<file path="src/rtl/brres_pkg.sv">
package brres_pkg;

  localparam int INSTR_W  = 16;
  localparam int ADDR_W   = 32;
  localparam int DISP_W   = 8;
  localparam int COND_W   = 4;
  localparam logic [3:0] BRANCH_PREFIX = 4'hD;

  typedef struct packed {
    logic n;
    logic z;
    logic c;
    logic v;
  } flagSet_t;

  // strobes from control to datapath
  typedef struct packed {
    logic isBranch;
    logic condPass;
    logic illegal;
    logic take;
  } ctrlStrobes_t;

endpackage

</file>
<file path="src/rtl/brres_ctrl.sv">
module brres_ctrl
  import brres_pkg::*;
(
  input  logic         clk,
  input  logic         rstN,
  input  logic [7:0]   instrHigh,
  input  flagSet_t     flags,
  output ctrlStrobes_t strobes
);

  localparam int BASE_CNT = 8;

  logic [3:0] prefix;
  logic [COND_W-1:0] condCode;
  logic [BASE_CNT-1:0] baseTest;
  logic nEqV;
  logic reserved;
  logic passRaw;

  assign prefix   = instrHigh[7:4];
  assign condCode = instrHigh[3:0];
  assign nEqV     = (flags.n == flags.v);

  // Even condition values test a base predicate, odd values its inverse.
  always_comb begin
    baseTest    = '0;
    baseTest[0] = flags.z;
    baseTest[1] = flags.c;
    baseTest[2] = flags.n;
    baseTest[3] = flags.v;
    baseTest[4] = flags.c & ~flags.z;
    baseTest[5] = nEqV;
    baseTest[6] = ~flags.z & nEqV;
    baseTest[7] = 1'b0;
  end

  assign reserved = (condCode[3:1] == 3'b111);
  assign passRaw  = baseTest[condCode[3:1]] ^ condCode[0];

  always_comb begin
    strobes.isBranch = (prefix == BRANCH_PREFIX);
    strobes.illegal  = strobes.isBranch & reserved;
    strobes.condPass = ~reserved & passRaw;
    strobes.take     = strobes.isBranch & strobes.condPass;
  end

  p_illegal_blocks_take_r2: assert property (@(posedge clk) disable iff (!rstN)
    strobes.illegal |-> !strobes.take);

  p_prefix_gate_r1: assert property (@(posedge clk) disable iff (!rstN)
    (instrHigh[7:4] != 4'hD) |-> (!strobes.take && !strobes.illegal));

  p_zero_cond_r4: assert property (@(posedge clk) disable iff (!rstN)
    (instrHigh == 8'hD0) |-> (strobes.take == flags.z));

  p_signed_ge_r6: assert property (@(posedge clk) disable iff (!rstN)
    (instrHigh == 8'hDA) |-> (strobes.take == !(flags.n ^ flags.v)));

endmodule

</file>
<file path="src/rtl/brres_datapath.sv">
module brres_datapath
  import brres_pkg::*;
#(
  parameter bit REG_OUT = 1'b1
)(
  input  logic              clk,
  input  logic              rstN,
  input  logic [DISP_W-1:0] disp,
  input  logic [ADDR_W-1:0] pcIn,
  input  ctrlStrobes_t      strobes,
  output logic              takenOut,
  output logic              illegalOut,
  output logic [ADDR_W-1:0] targetOut,
  output logic [ADDR_W-1:0] nextOut
);

  localparam int EXT_W = ADDR_W - DISP_W - 1;
  localparam logic [ADDR_W-1:0] PIPE_ADJ = ADDR_W'(2);

  logic [ADDR_W-1:0] dispScaled;
  logic [ADDR_W-1:0] targetComb;
  logic [ADDR_W-1:0] nextComb;

  assign dispScaled = {{EXT_W{disp[DISP_W-1]}}, disp, 1'b0};
  assign targetComb = pcIn + dispScaled + PIPE_ADJ;
  assign nextComb   = strobes.take ? targetComb : pcIn;

  generate
    if (REG_OUT) begin : g_reg
      always_ff @(posedge clk or negedge rstN) begin
        if (!rstN) begin
          takenOut   <= 1'b0;
          illegalOut <= 1'b0;
          targetOut  <= '0;
          nextOut    <= '0;
        end else begin
          takenOut   <= strobes.take;
          illegalOut <= strobes.illegal;
          targetOut  <= targetComb;
          nextOut    <= nextComb;
        end
      end
    end else begin : g_comb
      always_comb begin
        takenOut   = strobes.take;
        illegalOut = strobes.illegal;
        targetOut  = targetComb;
        nextOut    = nextComb;
      end
    end
  endgenerate

  p_offset_window_r3: assert property (@(posedge clk) disable iff (!rstN)
    ($signed(targetComb - pcIn) >= -254) && ($signed(targetComb - pcIn) <= 256));

  p_even_step_r3: assert property (@(posedge clk) disable iff (!rstN)
    (targetComb[0] == pcIn[0]));

  p_fallthrough_r8: assert property (@(posedge clk) disable iff (!rstN)
    !strobes.take |-> (nextComb == pcIn));

endmodule

</file>
<file path="src/rtl/brcond_resolver.sv">
module brcond_resolver
  import brres_pkg::*;
#(
  parameter bit REG_OUT = 1'b1
)(
  input  logic        clk,
  input  logic        rstN,
  input  logic [15:0] instrWord,
  input  logic [31:0] pcNow,
  input  logic        flagN,
  input  logic        flagZ,
  input  logic        flagC,
  input  logic        flagV,
  output logic        branchTaken,
  output logic [31:0] branchTarget,
  output logic [31:0] nextPc,
  output logic        illegalCond
);

  flagSet_t     flagsIn;
  ctrlStrobes_t strobes;

  assign flagsIn = '{n: flagN, z: flagZ, c: flagC, v: flagV};

  brres_ctrl i_ctrl (
    .clk       (clk),
    .rstN      (rstN),
    .instrHigh (instrWord[15:8]),
    .flags     (flagsIn),
    .strobes   (strobes)
  );

  brres_datapath #(.REG_OUT(REG_OUT)) i_dp (
    .clk        (clk),
    .rstN       (rstN),
    .disp       (instrWord[7:0]),
    .pcIn       (pcNow),
    .strobes    (strobes),
    .takenOut   (branchTaken),
    .illegalOut (illegalCond),
    .targetOut  (branchTarget),
    .nextOut    (nextPc)
  );

  p_taken_selects_target_r8: assert property (@(posedge clk) disable iff (!rstN)
    branchTaken |-> (nextPc == branchTarget));

endmodule

</file>
<file path="config.mk">
export PLATFORM = sky130hd
export DESIGN_NAME = brcond_resolver
export DESIGN_NICKNAME = d
export VERILOG_FILES = /design/src/rtl/brres_pkg.sv /design/src/rtl/brres_ctrl.sv /design/src/rtl/brres_datapath.sv /design/src/rtl/brcond_resolver.sv
export SDC_FILE = /design/constraint.sdc
export NUM_CORES = 1
export LEC_CHECK = 0
export CAP_MARGIN = 40
export CORE_MARGIN = 5
export CORE_UTILIZATION = 48
export DETAILED_ROUTE_END_ITERATION = 8
export HOLD_SLACK_MARGIN = 0.03
export PLACE_DENSITY = 0.9
export RECOVER_POWER = 25
export SKIP_LAST_GASP = 1
export SLEW_MARGIN = 0
export SYNTH_ARGS = -nofsm -noshare
export SYNTH_HDL_FRONTEND = slang
export SYNTH_SLANG_ARGS = --single-unit
</file>
<file path="constraint.sdc">
create_clock -name clk -period 0.8 [get_ports clk]
set_input_delay 0.08 -clock clk [delete_from_list [all_inputs] [get_ports clk]]
set_output_delay 0.08 -clock clk [all_outputs]
set_load 0.05 [all_outputs]
</file>
==> results of run 1 <==
==> cells by family after synthesis <==
kind of cell | count (synthesis) | share of synthesized area [%]
multiplexers | 31 | 8.89
adder cells (fa/ha/maj) | 60 | 18.1
XOR/XNOR | 30 | 7.00
flip-flops | 65 | 38.9
buffers and inverters | 27 | 3.17
AND/OR/NAND/NOR | 80 | 9.19
AO/OA/AOI/OAI | 88 | 14.7
==> per-stage QoR <==
| stage | hold slack (ps) | util (%) | cell area, µm² | TNS, ps |
|---|---|---|---|---|
| 2_1_floorplan | -216 | - | 4700 | -63830 |
| 3_3_place_gp | 111 | 84.6 | 7270 | -109940 |
| 3_5_place_dp | 126 | 84.6 | 7270 | -117230 |
==> impl_results.rst, run 1 <==
.. list-table::
   :header-rows: 1

   * - Metric
     - Value
   * - Halt point of the flow
     - 4_1_cts
   * - Die span in x
     - 103 µm
   * - Synthesized area per cell
     - 11.0 µm²
   * - Synthesized netlist cell count
     - 381
   * - Library cell with the highest instance count after synthesis
     - sky130_fd_sc_hd__dfrtp_1
   * - Placed Cells
     - 682
   * - Number of instances resized during post-cts repair
     - 249
   * - Yosys warnings
     - 0
   * - Synthesized flop and latch total
     - 65
   * - Maximum count of clock buffers along a single path
     - 2
   * - Commonest cells post-synth
     - 65 x sky130_fd_sc_hd__dfrtp_1, 59 x sky130_fd_sc_hd__ha_1, 28 x sky130_fd_sc_hd__nand2_1
   * - Root Buffer
     - sky130_fd_sc_hd__clkbuf_8
   * - Tool error
     - [ERROR DPL-0038] Utilization greater than 100%, impossible to legalize
   * - Num ports
     - 120
   * - Port Buffer Count
     - 119
   * - Net count after synthesis
     - 495
   * - Final HPWL from detailed placement
     - 11.2 mm
   * - Number of buffers inserted during clock tree synthesis
     - 9
   * - Main flop type after synthesis
     - sky130_fd_sc_hd__dfrtp_1
   * - Worst slack after detailed placement
     - -2420 ps
   * - Area share of the largest cell type after synthesis
     - 38.9%
   * - Starting utilization of the core area
     - 48.6%
   * - Run status
     - aborted with a tool error
   * - Cell area after synthesis
     - 4180 µm²
   * - Sinks on the clock net
     - 65
   * - Count of unique library cells instantiated by Yosys
     - 56
   * - Total number of placement rows
     - 34
   * - Register area share after synthesis
     - 38.9%
   * - Top cells by area, synth
     - sky130_fd_sc_hd__dfrtp_1 39%, sky130_fd_sc_hd__ha_1 18%, sky130_fd_sc_hd__mux2_1 6.5%, sky130_fd_sc_hd__xnor2_1 3.4%, sky130_fd_sc_hd__a21oi_1 3.0%
   * - Post-synthesis cell type with the largest combined area
     - sky130_fd_sc_hd__dfrtp_1
   * - Ys async rst share
     - 100%
   * - Post-CTS setup repair buffer count
     - 45
   * - # H-tree levels
     - 3
   * - DIE HEIGHT
     - 103 µm
   * - Number of enable flip-flop cells after synthesis
     - 0
   * - Hold-fix buffer count after cts
     - 4
   * - Last weighted congestion value of the routability-driven placer
     - 0.888
==> run 2, diff against run 1 <==
--- a/config.mk
+++ b/config.mk
@@ -7,10 +7,9 @@
 export LEC_CHECK = 0
 export CAP_MARGIN = 40
 export CORE_MARGIN = 5
-export CORE_UTILIZATION = 48
+export CORE_UTILIZATION = 35
 export DETAILED_ROUTE_END_ITERATION = 8
-export HOLD_SLACK_MARGIN = 0.03
-export PLACE_DENSITY = 0.9
+export PLACE_DENSITY_LB_ADDON = 0.15
 export RECOVER_POWER = 25
 export SKIP_LAST_GASP = 1
 export SLEW_MARGIN = 0
==> run 2 against run 1 <==
  * The flow now finishes, with violations (negative setup slack)
  * Synthesized area unchanged
  * Synthesized cell count unchanged
==> impl_results.rst, run 2 <==
.. list-table::
   :header-rows: 1

   * - Metric
     - Value
   * - Num ports
     - 120 (unchanged)
   * - Nets
     - 754
   * - Tightest hold margin
     - 31.0 ps
   * - Via count of the first global-routing pass
     - 4573
   * - Number of violations of the max-capacitance limit
     - 0
   * - Last weighted congestion value of the routability-driven placer
     - 0.908 (was 0.888)
   * - Fill cell total of the finished layout
     - 720
   * - Run status
     - complete, but fails checks (was aborted with a tool error)
   * - Post-route antenna net violation count
     - 0
   * - Yosys warnings
     - 0 (unchanged)
   * - DIE HEIGHT
     - 119 µm (was 103 µm)
   * - Clock tree from TritonCTS
     - built
   * - Tightest Pin Transition
     - 424 ps
   * - Register area share after synthesis
     - 38.9% (unchanged)
   * - Kind of start point of the critical path
     - input pin
   * - CP Capture Point
     - i_dp.nextOut[31]
   * - Filler-free cell count of the finished design
     - 792
   * - Main flop type after synthesis
     - sky130_fd_sc_hd__dfrtp_1 (unchanged)
   * - Number of flip-flops under the largest register name
     - 32
   * - Count of unique library cells instantiated by Yosys
     - 56 (unchanged)
   * - Via count of the routed design
     - 4017
   * - GRT Residual Overflow
     - 0
   * - Top cells by area, synth
     - sky130_fd_sc_hd__dfrtp_1 39%, sky130_fd_sc_hd__ha_1 18%, sky130_fd_sc_hd__mux2_1 6.5%, sky130_fd_sc_hd__xnor2_1 3.4%, sky130_fd_sc_hd__a21oi_1 3.0% (unchanged)
   * - Most common cell after layout, fill and taps aside
     - sky130_fd_sc_hd__buf_4
   * - Port Buffer Count
     - 119 (unchanged)
   * - Total global-route track usage
     - 21.5%
   * - Die span in x
     - 119 µm (was 103 µm)
   * - Crit path max fanout
     - 5
   * - Final routed wire length divided by cell count
     - 18.5 µm
   * - Rel. slew slack
     - 71.7%
   * - Floorplan die area
     - 14200 µm²
   * - Hold violation total from the final report
     - 0
   * - Cell area power density
     - 2030 nW/µm²
   * - Sinks on the clock net
     - 65 (unchanged)
   * - Post-synthesis cell type with the largest combined area
     - sky130_fd_sc_hd__dfrtp_1 (unchanged)
   * - Ys async rst share
     - 100% (unchanged)
   * - Detailed-route DRC error count
     - 0
   * - Synthesized netlist cell count
     - 381 (unchanged)
   * - Total routed wirelength
     - 14.7 mm
   * - Root Buffer
     - sky130_fd_sc_hd__clkbuf_16 (was sky130_fd_sc_hd__clkbuf_8)
   * - Period minus WS final
     - 2300 ps
   * - Most flops, register
     - i_dp.targetOut
   * - Violations in the final reports
     - negative setup slack
   * - Upper clock frequency limit
     - 0.434 GHz
   * - Final slew viol count
     - 0
   * - Number of diodes
     - 0
   * - Leakage
     - 4.01 nW
   * - Synthesized area per cell
     - 11.0 µm² (unchanged)
   * - Area share of the largest cell type after synthesis
     - 38.9% (unchanged)
   * - Worst-path clk slew
     - 50 ps
   * - Maximum count of clock buffers along a single path
     - 2 (unchanged)
   * - Area growth from synthesis to layout
     - 119%
   * - Worst setup slack after layout
     - -1500 ps
   * - Synthesized flop and latch total
     - 65 (unchanged)
   * - Placed Cells
     - 742 (was 682)
   * - Pre-antenna DRT Iters
     - 4
   * - Final count of negative-setup-slack endpoints
     - 127
   * - Total number of placement rows
     - 40 (was 34)
   * - Worst min-delay path category
     - input pin to register
   * - Number of buffers inserted during clock tree synthesis
     - 9 (unchanged)
   * - Post-detailed-route via-to-cell ratio
     - 5.07
   * - Regs by FF count
     - i_dp.targetOut x32, i_dp.nextOut x31
   * - Starting utilization of the core area
     - 35.2% (was 48.6%)
   * - Floorplan Core Area
     - 11900 µm²
   * - Launching instance or port of the critical path
     - instrWord[7]
   * - Largest net degree at the start of global routing
     - 37
   * - Arr. time, crit path
     - 2530 ps
   * - Share of cells above drive strength 1
     - 66.2%
   * - Utilization after layout
     - 77.2%
   * - Net count after synthesis
     - 495 (unchanged)
   * - Nature of the critical path endpoint
     - register
   * - Crit path required time
     - 1020 ps
   * - # H-tree levels
     - 3 (unchanged)
   * - Number of enable flip-flop cells after synthesis
     - 0 (unchanged)
   * - Commonest cells post-synth
     - 65 x sky130_fd_sc_hd__dfrtp_1, 59 x sky130_fd_sc_hd__ha_1, 28 x sky130_fd_sc_hd__nand2_1 (unchanged)
   * - Critical Setup Path Class
     - input pin to register
   * - Final period utilization
     - 288%
   * - Highest-count cells in the layout ignoring fill and taps
     - 101 x sky130_fd_sc_hd__buf_4, 71 x sky130_fd_sc_hd__buf_12, 64 x sky130_fd_sc_hd__dfrtp_1, 44 x sky130_fd_sc_hd__ha_4, 32 x sky130_fd_sc_hd__buf_6
   * - First-pass GRT wire length
     - 24.2 mm
   * - Library cell with the highest instance count after synthesis
     - sky130_fd_sc_hd__dfrtp_1 (unchanged)
   * - Worst-case vdd ir drop
     - 0.00130 V
   * - Final HPWL from detailed placement
     - 10.1 mm (was 11.2 mm)
   * - Antenna violations before repair
     - 0
   * - RSZ-0062 raised after global routing
     - true
   * - Cell area after synthesis
     - 4180 µm² (unchanged)
   * - DRT iter0 DRCs
     - 106
[run 2: cell counts after synthesis]
Identical to the previous run, type by type.
[run 2: layout make-up]
class | count | area (µm²) | share of cell area (%)
Clock inverter | 2 | 35.0 | 0.382
Multi-Input combinational cell | 289 | 3860 | 42.1
Inverter | 12 | 45.0 | 0.492
Timing Repair Buffer | 263 | 3140 | 34.2
Tap cell | 147 | 184 | 2.01
Sequential cell | 65 | 1630 | 17.8
Clock buffer | 14 | 274 | 2.99
[run 2: repair_timing]
action                                 in CTS  in global routing
hold buffers                                2                  1
cloned                                      3                  0
setup endpoints to repair                 128                127
setup buffers                              28                 15
pin swaps                                  92                 35
gates resized for setup                   264                 41
endpoints found under the hold margin      66                  1
[run 2: metal layers]
layer | GRT usage [%] | up-vias | share of wire (%)
met5 | 0 | - | 0
met4 | 9.20 | 0 | 3.6
met2 | 38.6 | 118 | 54
met3 | 4.08 | 44 | 4.0
met1 | 24.8 | 1941 | 39
li1 | - | 1914 | -
[run 2: power by group]
group          internal (mW)  switching (mW)
sequential              3.84           0.469
clock                   2.66            1.42
combinational           5.32            4.92
[run 2: worst min-delay path by stage]
stage | startpoint | end | slack [ps] | cells past startpoint
after floorplan | rstN | i_dp.illegalOut | -220 | 0
after global placement | rstN | i_dp.targetOut[10] | 90 | 2
after detailed placement | rstN | i_dp.targetOut[10] | 100 | 2
after CTS | pcNow[6] | i_dp.nextOut[6] | 10 | 2
after global routing | pcNow[3] | i_dp.nextOut[3] | 30 | 2
final | pcNow[3] | i_dp.nextOut[3] | 30 | 2
[run 2: worst max-delay path, stage by stage]
cell and delay, ps:
sky130_fd_sc_hd__buf_8 110, sky130_fd_sc_hd__buf_16 140, sky130_fd_sc_hd__ha_4 220, sky130_fd_sc_hd__ha_4 290, sky130_fd_sc_hd__buf_4 170, sky130_fd_sc_hd__a21oi_4 80, sky130_fd_sc_hd__nor4_2 360, sky130_fd_sc_hd__a31oi_2 110
sky130_fd_sc_hd__a311oi_4 310, sky130_fd_sc_hd__buf_4 180, sky130_fd_sc_hd__o21ai_4 60, sky130_fd_sc_hd__a41oi_2 160, sky130_fd_sc_hd__nand2_1 80, sky130_fd_sc_hd__xor2_1 150
[run 2: logic make-up (layout without fill, tap and decap cells)]
family | count (synthesis) | count (layout) | synth area share, %
AO/OA/AOI/OAI | 88 | 88 | 14.7
multiplexers | 31 | 31 | 8.89
XOR/XNOR | 30 | 30 | 7.00
flip-flops | 65 | 65 | 38.9
buffers and inverters | 27 | 291 | 3.17
adder cells (fa/ha/maj) | 60 | 60 | 18.1
AND/OR/NAND/NOR | 80 | 80 | 9.19
[run 2: per-stage QoR]
| step | setup TNS [ps] | total power [mW] | instance area (µm²) | worst slack [ps] |
|---|---|---|---|---|
| floorplan | -63830 | 8.35 | 4700 | -1510 |
| global placement | -112760 | 12.7 | 7510 | -2310 |
| detailed placement | -115030 | 12.8 | 7510 | -2370 |
| CTS | -75790 | 18.4 | 9040 | -1420 |
| global route | -83130 | 19.5 | 9160 | -1590 |
| finish | -77520 | 18.6 | 9160 | -1500 |
(Power assumes the default switching activity.)
==> run 3, diff against run 2 <==
--- a/config.mk
+++ b/config.mk
@@ -11,6 +11,7 @@
 export DETAILED_ROUTE_END_ITERATION = 8
 export PLACE_DENSITY_LB_ADDON = 0.15
 export RECOVER_POWER = 25
+export SETUP_SLACK_MARGIN = 0.05
 export SKIP_LAST_GASP = 1
 export SLEW_MARGIN = 0
 export SYNTH_ARGS = -nofsm -noshare
==> run 3 against run 2 <==
  * Highest routed layer unchanged
  * Wire length up 1.3%
  * Hold slack worse by 37 ps
  * The run ends with negative hold slack, negative setup slack left
  * Via count up 0.72%
  * First-iteration DRC count up 20%
  * Sequential power about the same
  * Fmax down 3.0%
  * Core utilization down 1.1 points
  * Flip-flop and latch count unchanged
  * Count of clock-buffer cells in the layout down 2
  * Cell count up 0.13%
  * Final area down 1.4%
  * Largest power group unchanged
==> impl_results.rst, run 3 (synthesized netlist as in run 2, its figures left out) <==
.. list-table::
   :header-rows: 1

   * - Metric
     - Value
   * - Port Buffer Count
     - 119 (unchanged)
   * - Kind of start point of the critical path
     - input pin (unchanged)
   * - Floorplan Core Area
     - 11900 µm² (unchanged)
   * - Fill cell total of the finished layout
     - 688 (was 720)
   * - Worst setup slack after layout
     - -1580 ps (was -1500 ps)
   * - Number of diodes
     - 0 (unchanged)
   * - Area growth from synthesis to layout
     - 116% (was 119%)
   * - Hold violation total from the final report
     - 1 (was 0)
   * - Arr. time, crit path
     - 2590 ps (was 2530 ps)
   * - Cell area power density
     - 2050 nW/µm² (was 2030 nW/µm²)
   * - Number of buffers inserted during clock tree synthesis
     - 9 (unchanged)
   * - Upper clock frequency limit
     - 0.421 GHz (was 0.434 GHz)
   * - Final period utilization
     - 297% (was 288%)
   * - Worst-case vdd ir drop
     - 0.00113 V (was 0.00130 V)
   * - Worst hold start
     - pcNow[6] (was pcNow[3])
   * - Final routed wire length divided by cell count
     - 18.8 µm (was 18.5 µm)
   * - Count of buffer and inverter cells on the critical path
     - 3 (was 4)
   * - Final slew viol count
     - 0 (unchanged)
   * - Post-detailed-route via-to-cell ratio
     - 5.10 (was 5.07)
   * - First-pass GRT wire length
     - 23.1 mm (was 24.2 mm)
   * - Maximum count of clock buffers along a single path
     - 2 (unchanged)
   * - Number of violations of the max-capacitance limit
     - 0 (unchanged)
   * - Largest net degree at the start of global routing
     - 66 (was 37)
   * - Hold-fix buffer count after cts
     - 1 (was 2)
   * - Nets
     - 756 (was 754)
   * - Cell family with most CP delay
     - compound AO/OA/AOI/OAI gates (unchanged)
   * - Num ports
     - 120 (unchanged)
   * - Post-route antenna net violation count
     - 0 (unchanged)
   * - Share of cells above drive strength 1
     - 66.1% (was 66.2%)
   * - Antenna violations before repair
     - 0 (unchanged)
   * - Period minus WS final
     - 2380 ps (was 2300 ps)
   * - Pre-antenna DRT Iters
     - 4 (unchanged)
   * - Die span in x
     - 119 µm (unchanged)
   * - Critical Path Slowest Stage Cell
     - sky130_fd_sc_hd__a311oi_2 (was sky130_fd_sc_hd__nor4_2)
   * - Detailed-route DRC error count
     - 0 (unchanged)
   * - Floorplan die area
     - 14200 µm² (unchanged)
   * - Utilization after layout
     - 76.1% (was 77.2%)
   * - Most flops, register
     - i_dp.targetOut (unchanged)
   * - Final count of negative-setup-slack endpoints
     - 127 (unchanged)
   * - Worst min-delay path category
     - input pin to register (unchanged)
   * - Number of flip-flops under the largest register name
     - 32 (unchanged)
   * - Tightest Pin Transition
     - 394 ps (was 424 ps)
   * - Leakage
     - 3.99 nW (was 4.01 nW)
   * - Sinks on the clock net
     - 65 (unchanged)
   * - Total global-route track usage
     - 20.5% (was 21.5%)
   * - Hold path cells
     - 2 (unchanged)
   * - Via count of the first global-routing pass
     - 4442 (was 4573)
   * - Via count of the routed design
     - 4046 (was 4017)
   * - Critical Setup Path Class
     - input pin to register (unchanged)
   * - Most common cell after layout, fill and taps aside
     - sky130_fd_sc_hd__buf_4 (unchanged)
   * - Violations in the final reports
     - negative hold slack, negative setup slack (was negative setup slack)
   * - Multi-input logic area
     - 3780 µm² (was 3860 µm²)
   * - Cell-by-cell listing of the critical path
     - buf_8 > buf_12 > buf_8 > ha_4 > ha_4 > nand4_1 > nor3_2 > o21ai_2 > a311oi_2 > nor2_2 > o21bai_1 > xor2_1 > mux2_4 (was buf_8 > buf_16 > ha_4 > ha_4 > buf_4 > a21oi_4 > nor4_2 > a31oi_2 > a311oi_4 > buf_4 > o21ai_4 > a41oi_2 > nand2_1 > xor2_1)
   * - Total routed wirelength
     - 14.9 mm (was 14.7 mm)
   * - Nature of the critical path endpoint
     - register (unchanged)
   * - Last weighted congestion value of the routability-driven placer
     - 0.920 (was 0.908)
   * - Final HPWL from detailed placement
     - 9.51 mm (was 10.1 mm)
   * - Worst-path clk slew
     - 50 ps (about the same)
   * - Largest stage delay, worst path
     - 300 ps (was 360 ps)
   * - Regs by FF count
     - i_dp.targetOut x32, i_dp.nextOut x31 (unchanged)
   * - Crit path required time
     - 1020 ps (about the same)
   * - Root Buffer
     - sky130_fd_sc_hd__clkbuf_16 (unchanged)
   * - Highest-count cells in the layout ignoring fill and taps
     - 106 x sky130_fd_sc_hd__buf_4, 70 x sky130_fd_sc_hd__buf_12, 64 x sky130_fd_sc_hd__dfrtp_1, 43 x sky130_fd_sc_hd__ha_4, 36 x sky130_fd_sc_hd__buf_6 (was 101 x sky130_fd_sc_hd__buf_4, 71 x sky130_fd_sc_hd__buf_12, 64 x sky130_fd_sc_hd__dfrtp_1, 44 x sky130_fd_sc_hd__ha_4, 32 x sky130_fd_sc_hd__buf_6)
   * - Placed Cells
     - 731 (was 742)
   * - Starting utilization of the core area
     - 35.2% (unchanged)
   * - GRT Residual Overflow
     - 0 (unchanged)
   * - Tightest hold margin
     - -6.45 ps (was 31.0 ps)
   * - # H-tree levels
     - 3 (unchanged)
   * - Clock tree from TritonCTS
     - built (unchanged)
   * - DRT iter0 DRCs
     - 127 (was 106)
   * - Filler-free cell count of the finished design
     - 793 (was 792)
   * - Rel. slew slack
     - 73.5% (was 71.7%)
   * - Run status
     - complete, but fails checks (unchanged)
   * - RSZ-0062 raised after global routing
     - true (unchanged)
   * - Launching instance or port of the critical path
     - instrWord[7] (unchanged)
   * - DIE HEIGHT
     - 119 µm (unchanged)
   * - Reg area
     - 1630 µm² (unchanged)
   * - Total number of placement rows
     - 40 (unchanged)
   * - Total stage count of the critical path
     - 13 (was 14)
   * - Crit path max fanout
     - 6 (was 5)
-- run 3: final timing paths --
kind                                     end  slack, ps
worst max-delay path        i_dp.nextOut[27]      -1580
worst min-delay path         i_dp.nextOut[6]         -6
max in group asynchronous  i_dp.targetOut[0]        190
min in group asynchronous    i_dp.nextOut[8]        270
-- run 3: timing repair --
item,CTS,global route
resized for setup,226,67
setup endpoints to repair,129,127
buffers inserted,28,24
pin swaps,67,58
gates cloned,2,0
endpoints found under the hold margin,67,1
-- run 3: power breakdown --
part	total, mW	internal, mW	leakage [nW]	switching (mW)
Combinational	10.3	5.35	3.09	4.91
Sequential	4.31	3.84	0.761	0.470
Clock	3.92	2.48	0.139	1.45
Total	18.5	11.7	3.99	6.83
-- run 3: area by class of cell --
type                            count  share of cell area [%]
Tap cell                          147                    2.04
Inverter                           12                   0.526
Sequential cell                    65                    18.0
Clock buffer                       12                    2.73
Multi-Input combinational cell    289                    41.8
Clock inverter                      3                   0.471
Timing Repair Buffer              265                    34.4
-- run 3: through the flow --
stage | setup slack, ps | setup TNS, ps | power (mW) | instance area, µm²
after global placement | -2280 | -112060 | 12.6 | 7390
final | -1580 | -79070 | 18.5 | 9030
after global routing | -1650 | -83610 | 19.3 | 9030
after detailed placement | -2320 | -114300 | 12.7 | 7390
after CTS | -1430 | -75600 | 17.8 | 8590
after floorplan | -1510 | -63830 | 8.35 | 4710
-- run 3: layer usage --
layer  track usage (%)  routed length (µm)
met4              8.76                 470
met5                 0                   0
met2              36.3                7990
met1              22.8                5680
met3              5.84                 746
